### src/rtl/pctl_pkg.sv
package pctl_pkg;
    parameter int OP_W  = 6;
    parameter int REG_W = 5;

    localparam logic [OP_W-1:0] OPC_RRR   = 6'h00;
    localparam logic [OP_W-1:0] OPC_LOAD  = 6'h23;
    localparam logic [OP_W-1:0] OPC_STORE = 6'h2B;
    localparam logic [OP_W-1:0] OPC_BEQ   = 6'h04;

    typedef struct packed {
        logic       dst_rd;
        logic [1:0] alu_mode;
        logic       alu_imm;
    } ex_ctl_t;

    typedef struct packed {
        logic branch;
        logic rd_en;
        logic wr_en;
    } mem_ctl_t;

    typedef struct packed {
        logic reg_wr;
        logic load_sel;
    } wb_ctl_t;

    typedef struct packed {
        ex_ctl_t  ex;
        mem_ctl_t mem;
        wb_ctl_t  wb;
    } ctl_t;

    typedef struct packed {
        ex_ctl_t          ex;
        mem_ctl_t         mem;
        wb_ctl_t          wb;
        logic [REG_W-1:0] rt;
        logic [REG_W-1:0] rd;
    } idex_t;

    typedef struct packed {
        mem_ctl_t         mem;
        wb_ctl_t          wb;
        logic [REG_W-1:0] dest;
    } exmem_t;

    typedef struct packed {
        wb_ctl_t          wb;
        logic [REG_W-1:0] dest;
    } memwb_t;

    typedef struct packed {
        idex_t  idex;
        exmem_t exmem;
        memwb_t memwb;
    } pipe_t;
endpackage

### src/rtl/pctl_decode.sv
module pctl_decode
    import pctl_pkg::*;
(
    input  logic [OP_W-1:0] opcode,
    output ctl_t            ctl
);
    always_comb begin
        ctl = '0;
        unique case (opcode)
            OPC_RRR: begin
                ctl.ex.dst_rd   = 1'b1;
                ctl.ex.alu_mode = 2'b10;
                ctl.wb.reg_wr   = 1'b1;
            end
            OPC_LOAD: begin
                ctl.ex.alu_imm  = 1'b1;
                ctl.mem.rd_en   = 1'b1;
                ctl.wb.reg_wr   = 1'b1;
                ctl.wb.load_sel = 1'b1;
            end
            OPC_STORE: begin
                ctl.ex.alu_imm  = 1'b1;
                ctl.mem.wr_en   = 1'b1;
            end
            OPC_BEQ: begin
                ctl.ex.alu_mode = 2'b01;
                ctl.mem.branch  = 1'b1;
            end
            default: ctl = '0;
        endcase
    end
endmodule

### src/rtl/pctl_pipe.sv
module pctl_pipe
    import pctl_pkg::*;
(
    input  logic             clk,
    input  logic             rst,
    input  ctl_t             dec,
    input  logic [REG_W-1:0] rt,
    input  logic [REG_W-1:0] rd,
    input  logic             kill,
    output pipe_t            pipe_q,
    output logic [REG_W-1:0] ex_dest
);
    pipe_t pipe_d;

    always_comb begin
        ex_dest = pipe_q.idex.ex.dst_rd ? pipe_q.idex.rd : pipe_q.idex.rt;

        pipe_d = pipe_q;
        if (kill) begin
            pipe_d.idex = '0;
        end else begin
            pipe_d.idex.ex  = dec.ex;
            pipe_d.idex.mem = dec.mem;
            pipe_d.idex.wb  = dec.wb;
            pipe_d.idex.rt  = rt;
            pipe_d.idex.rd  = rd;
        end
        pipe_d.exmem.mem  = pipe_q.idex.mem;
        pipe_d.exmem.wb   = pipe_q.idex.wb;
        pipe_d.exmem.dest = ex_dest;
        pipe_d.memwb.wb   = pipe_q.exmem.wb;
        pipe_d.memwb.dest = pipe_q.exmem.dest;
    end

    always_ff @(posedge clk) begin
        if (rst) pipe_q <= '0;
        else     pipe_q <= pipe_d;
    end


    kill_clears_chk: assert property (@(posedge clk) disable iff (rst)
        kill |=> (pipe_q.idex == '0));


    mem_follows_chk: assert property (@(posedge clk) disable iff (rst)
        !$past(rst) |-> (pipe_q.exmem.mem == $past(pipe_q.idex.mem)));


    wb_dest_follows_chk: assert property (@(posedge clk) disable iff (rst)
        !$past(rst) |-> (pipe_q.memwb.dest == $past(pipe_q.exmem.dest)));


    mem_excl_chk: assert property (@(posedge clk) disable iff (rst)
        $onehot0({pipe_q.exmem.mem.branch, pipe_q.exmem.mem.rd_en, pipe_q.exmem.mem.wr_en}));


    load_writes_chk: assert property (@(posedge clk) disable iff (rst)
        pipe_q.memwb.wb.load_sel |-> pipe_q.memwb.wb.reg_wr);
endmodule

### src/rtl/pctl_top.sv
module pctl_top
    import pctl_pkg::*;
(
    input  logic             clk,
    input  logic             rst,
    input  logic [OP_W-1:0]  id_opcode,
    input  logic [REG_W-1:0] id_rt,
    input  logic [REG_W-1:0] id_rd,
    input  logic             id_bubble,
    input  logic             id_flush,
    output logic             ex_dst_rd,
    output logic [1:0]       ex_alu_mode,
    output logic             ex_alu_imm,
    output logic [REG_W-1:0] ex_dest,
    output logic             mem_branch,
    output logic             mem_rd_en,
    output logic             mem_wr_en,
    output logic [REG_W-1:0] mem_dest,
    output logic             wb_reg_wr,
    output logic             wb_load_sel,
    output logic [REG_W-1:0] wb_dest
);
    ctl_t  dec_ctl;
    pipe_t pipe_q;

    pctl_decode u_dec (
        .opcode (id_opcode),
        .ctl    (dec_ctl)
    );

    pctl_pipe u_pipe (
        .clk     (clk),
        .rst     (rst),
        .dec     (dec_ctl),
        .rt      (id_rt),
        .rd      (id_rd),
        .kill    (id_bubble | id_flush),
        .pipe_q  (pipe_q),
        .ex_dest (ex_dest)
    );

    assign ex_dst_rd   = pipe_q.idex.ex.dst_rd;
    assign ex_alu_mode = pipe_q.idex.ex.alu_mode;
    assign ex_alu_imm  = pipe_q.idex.ex.alu_imm;
    assign mem_branch  = pipe_q.exmem.mem.branch;
    assign mem_rd_en   = pipe_q.exmem.mem.rd_en;
    assign mem_wr_en   = pipe_q.exmem.mem.wr_en;
    assign mem_dest    = pipe_q.exmem.dest;
    assign wb_reg_wr   = pipe_q.memwb.wb.reg_wr;
    assign wb_load_sel = pipe_q.memwb.wb.load_sel;
    assign wb_dest     = pipe_q.memwb.dest;
endmodule

### config.mk
export PLATFORM = sky130hd
export DESIGN_NAME = pctl_top
export DESIGN_NICKNAME = d
export VERILOG_FILES = /design/src/rtl/pctl_pkg.sv /design/src/rtl/pctl_decode.sv /design/src/rtl/pctl_pipe.sv /design/src/rtl/pctl_top.sv
export SDC_FILE = /design/constraint.sdc
export NUM_CORES = 1
export LEC_CHECK = 0
export ABC_AREA = 1
export BUFFER_PORTS_ARGS = -buffer_cell sky130_fd_sc_hd__buf_2
export CAP_MARGIN = 30
export CORE_AREA = 2 2 61 63
export CTS_CLUSTER_SIZE = 14
export DETAILED_ROUTE_END_ITERATION = 10
export DIE_AREA = 0 0 63 65
export PLACE_DENSITY = 0.69
export SLEW_MARGIN = 15
export SYNTH_ARGS = -nofsm -noshare
export SYNTH_HDL_FRONTEND = slang
export SYNTH_SLANG_ARGS = --single-unit
### constraint.sdc
create_clock -name clk -period 0.8 [get_ports clk]
set_clock_uncertainty 0.1 [all_clocks]
set_input_delay 0.04 -clock clk [delete_from_list [all_inputs] [get_ports clk]]
set_output_delay 0.04 -clock clk [all_outputs]
set_load 0.02 [all_outputs]
* Yosys cells after proc, flatten, opt, wreduce, memory -nomap -nowiden
Index checks and enable logic that the tools add are counted.
** Storage, ports and cells
- Register bits after elaboration :: 34
- Input bits :: 20
- Word-level logic and storage cells :: 33
** Cells by class
- Equality and inequality tests :: 3
- Muxes and demuxes :: 8
- Bitwise logic cells :: 1
- Reduce and logical (&&, ||, !) cells :: 4
** Operators by type and width (number)
- 6-bit equality test, second input constant :: 2
- 6-bit by 3-bit equality test with 1-bit output, second input constant :: 1
- 6-bit zero test :: 1
- 1-bit 2-to-1 mux :: 6
- 2-bit OR reduction :: 3
- 5-bit 2-to-1 mux :: 1
- 2-bit one-hot mux with 2 select lines :: 1
- 1-bit OR :: 1

* Depth between registers and ports, before layout
- Depth after elaboration :: 3
- Gate-level depth with buffers :: 6

* Hierarchy
From an unflattened synthesis, not the netlist that was laid out.
** Second synthesis, totals
- Cell total of the unflattened synthesis :: 165
- Area, all modules :: 1326.3 µm²
** By module, submodules not included
- pctl_pipe :: times used 1, cells each 139, area each 1216.2 µm², sequential area each 720.7 µm²
- pctl_decode :: times used 1, cells each 23, area each 98.8 µm², sequential area each 0.0 µm²
- pctl_top :: times used 1, cells each 3, area each 11.3 µm², sequential area each 0.0 µm²

* Worst setup path after synthesis
OpenSTA, ideal clock, no wires.
- Kind :: register -> output
- Start :: reg, netlist name u_pipe.pipe_q[35]
- End :: out ex_dest[0]
- Arrival time :: 0.860 ns
- Data required time :: 0.660 ns
- Path slack :: -0.200 ns
- Stages on the path, launching flop included :: 4
- Cells stage by stage :: dfxtp_1 inv_1 nand2_1 nand2_1
** On the way
- Cells in the longest elaborated chain, start to end :: 1
** RTL lines
- 5-bit 2-to-1 mux :: RTL line pctl_pipe.sv:16 : ex_dest = pipe_q.idex.ex.dst_rd ? pipe_q.idex.rd : pipe_q.idex.rt;
- end, declared :: RTL line pctl_top.sv:14 : output logic [REG_W-1:0] ex_dest,
Every way passes these cells.

* Final worst setup path
- Start :: reg, netlist name u_pipe.pipe_q[35]
- End :: out ex_dest[4]
** On the way
- Cells in the longest elaborated chain, start to end :: 1
** RTL lines (RTL line)
- 5-bit 2-to-1 mux :: pctl_pipe.sv:16
Every way passes these cells.

==> results.md <==
- Reg with most FFs: u_pipe.pipe_q
- Gpl congestion: about 0.81
- Overall Power: about 0.0029 W
- Setup slack after layout: -0.3813 ns
- Root Buffer: clkbuf_4
- Critical path arrival: approximately 1.0 ns
- CTS tree: built
- Cell count after synthesis: approximately 140
- Pre-antenna DRT Iters: 2
- Worst-margin pin slew: ~0.17 ns
- Final Hold Vio Count: 10
- Synth top area cells: dfxtp_1 57%, inv_1 10%, nor2_1 8.4%
- Vias in the first global route: 913
- Clock Latency Late Sink: between 0.3 and 0.4 ns
- Dpl ws: -0.07281 ns
- FF-to-FF End: u_pipe.pipe_q[10]
- Post-DP Area: between 1000 and 1500 um2
- Std-Cell Core Area: about 3500 um2
- Post-synth cell types: 14
- Fmax: ~0.85 GHz
- WL final: 2159 um
- Critical path class: reg -> out
- R2R Setup Slk: -0.13 ns
- Vias per cell: between 3 and 4
- Outcome: complete, but fails checks
- Global router's overall resource usage: 0.1228
- Maximum VDD drop: ~760 uV
- Die X: roughly 63 um
- Worst hold margin: -0.1184 ns
- Post-synthesis sequential area ratio: 0.5696
- Largest area contributor in the netlist: dfxtp_1
- Sink Count: 33
- Slew Viols, Final: 0
- Via count: 930
- Most frequent cell after synthesis: dfxtp_1
- CTS clock-pin slew for the worst setup and hold paths: around 0.09 ns
- HP Start: id_opcode[3]
- H-tree levels: 2
- GR Overflow Total: 0
- Die ar.: 4095 um2
- Hold depth: 3
- Diodes inserted: 0
- Syn nets: roughly 160
- CTS max path bufs: 2
- IO Pins: 44
- Min-Delay Endpoint: u_pipe.pipe_q[29]
- Synth cell count leaders: 33 x dfxtp_1, 31 x inv_1, 26 x nor2_1, 22 x nand2_1, 12 x buf_4
- DRC violations left: 0
- Asr flop ratio synth: 0
- Antenna Nets Post-Route: 0
- Crit Path Max Fanout: 7
- Final net count: about 210
- Layout area overhead: 53.40%
- Layout cell share with drive strength beyond 1: 0.4767
- Multi-input gate area: about 320 um2
- Slew HR: 0.8866
- DR WL/cell: around 9.0 um
- Fin crit period: between 1 and 1.5 ns
- Buffers on Ports: 43
- Drt first-iter violations: 14
- Leakage power: 0.8833 nW
- DP HPWL: around 1500 um
- Worst Setup End Kind: primary output
- Global-route wire length before repair: 3801 um
- EDFF count, synth: 0
- Required @ worst endpoint: between 0.6 and 0.7 ns
- Largest net degree at the start of global routing: 12
- Vert. Die Dim: between 60 and 70 um
- Max reg flops: 33
- Primary FF master, synth: dfxtp_1
- Synth top area share: 0.5696
- Starting Density: 0.3318
- Seq. cell area: between 600 and 700 um2
- Setup TNS Final: -4.328 ns
- Number of synthesized register bits: 33
- Avg Cell Area, Syn: 8.226 um2
- RSZ-0062 raised after global routing: true
- Setup Viol. Count Final: 30
- Failing checks: negative hold slack, negative setup slack
- Pwr Density: about 1700 nW/um2
- Std-Cell Rows: 22
- R2R cell count: 4
- RR Startpoint: u_pipe.pipe_q[35]
- Fin crit share: 1.477
- Finished Cell Area: about 1800 um2
- Synth warnings: 0
- Top flop regs: u_pipe.pipe_q x33
- Hold WC Path Type: in -> reg
- Total CTS buffers: 5
- Startpoint types: flip-flop
- Initial antenna violation count: 0
- Post-synthesis cell area: between 1000 and 1500 um2
- # fillers: 336
- Final design utilization: 0.5089
- Max cap viols: 0
[layout make-up]
| class | instances | area share |
|---|---|---|
| clock buffers | 7 | 0.03657 |
| clock inverters | 1 | 0.002813 |
| inverters | 31 | 0.06821 |
| multi-input cells | 62 | 0.1779 |
| flip-flops and latches | 33 | 0.3861 |
| well taps | 48 | 0.03376 |
| repair buffers | 59 | 0.2947 |
[worst max-delay path, stage by stage, from the launching register on]
cell,delay [ns]
dfxtp_4,0.38
inv_6,0.10
nand2_2,0.07
nand2_2,0.06
buf_6,0.11
[cell usage in the layout (no fill, tap or decap), types with 2 or more instances in the layout]
cell / count
nand2_2: 7
nor2_1: 25
clkbuf_4: 5
clkbuf_8: 2
nor2_2: 2
nand2_1: 12
dfxtp_1: 14
nand2_4: 4
buf_4: 3
a21oi_1: 4
dlygate4sd3_1: 11
inv_1: 29
buf_6: 23
buf_2: 20
nor3_1: 3
dfxtp_2: 18
[layer usage]
layer	share of wire	GRT usage
met4	0.023	0.06667
met2	0.59	0.2420
met5	0	0
met1	0.35	0.1100
met3	0.043	0.03819
[metrics by stage]
| stage | hold slack [ns] | std cells |
|---|---|---|
| 2_1_floorplan | 0.01923 | 141 |
| 3_3_place_gp | 0.1410 | 220 |
| 3_5_place_dp | 0.1540 | 220 |
| 4_1_cts | -0.1079 | 245 |
| 5_1_grt | -0.1352 | 241 |
| 6_report | -0.1184 | 241 |
[cells by family (layout without fill, tap and decap cells)]
logic type | after synthesis | count (layout) | synth area share
AND/OR/NAND/NOR | 57 | 57 | 0.2071
buffers and inverters | 46 | 98 | 0.2017
flip-flops | 33 | 33 | 0.5696
AO/OA/AOI/OAI | 5 | 5 | 0.02157
[report_power, final]
group / switching, W / leakage (nW) / internal (W)
combinational: 0.000116 / 0.565 / 0.000140
clock: 0.000513 / 0.0413 / 0.000509
sequential: 0.0000105 / 0.277 / 0.00166
[worst max path at each step]
| stage | startpoint | endpoint | cells past startpoint |
|---|---|---|---|
| after floorplan | u_pipe.pipe_q[35] | u_pipe.pipe_q[10] | 3 |
| after global placement | u_pipe.pipe_q[35] | ex_dest[1] | 4 |
| after detailed placement | u_pipe.pipe_q[35] | ex_dest[1] | 4 |
| after CTS | u_pipe.pipe_q[35] | ex_dest[1] | 4 |
| after global routing | u_pipe.pipe_q[35] | ex_dest[2] | 4 |
| final | u_pipe.pipe_q[35] | ex_dest[4] | 4 |
[repair_timing]
action                                  in CTS  in global routing
hold buffers                                16                  1
pin swaps                                    0                  2
gates cloned                                 0                  0
gates resized for setup                     73                  6
setup buffers                                1                  0
endpoints found under the setup margin      29                 36
hold endpoints to repair                    20                 10
Note: power is estimated with default switching activity, not from simulation.
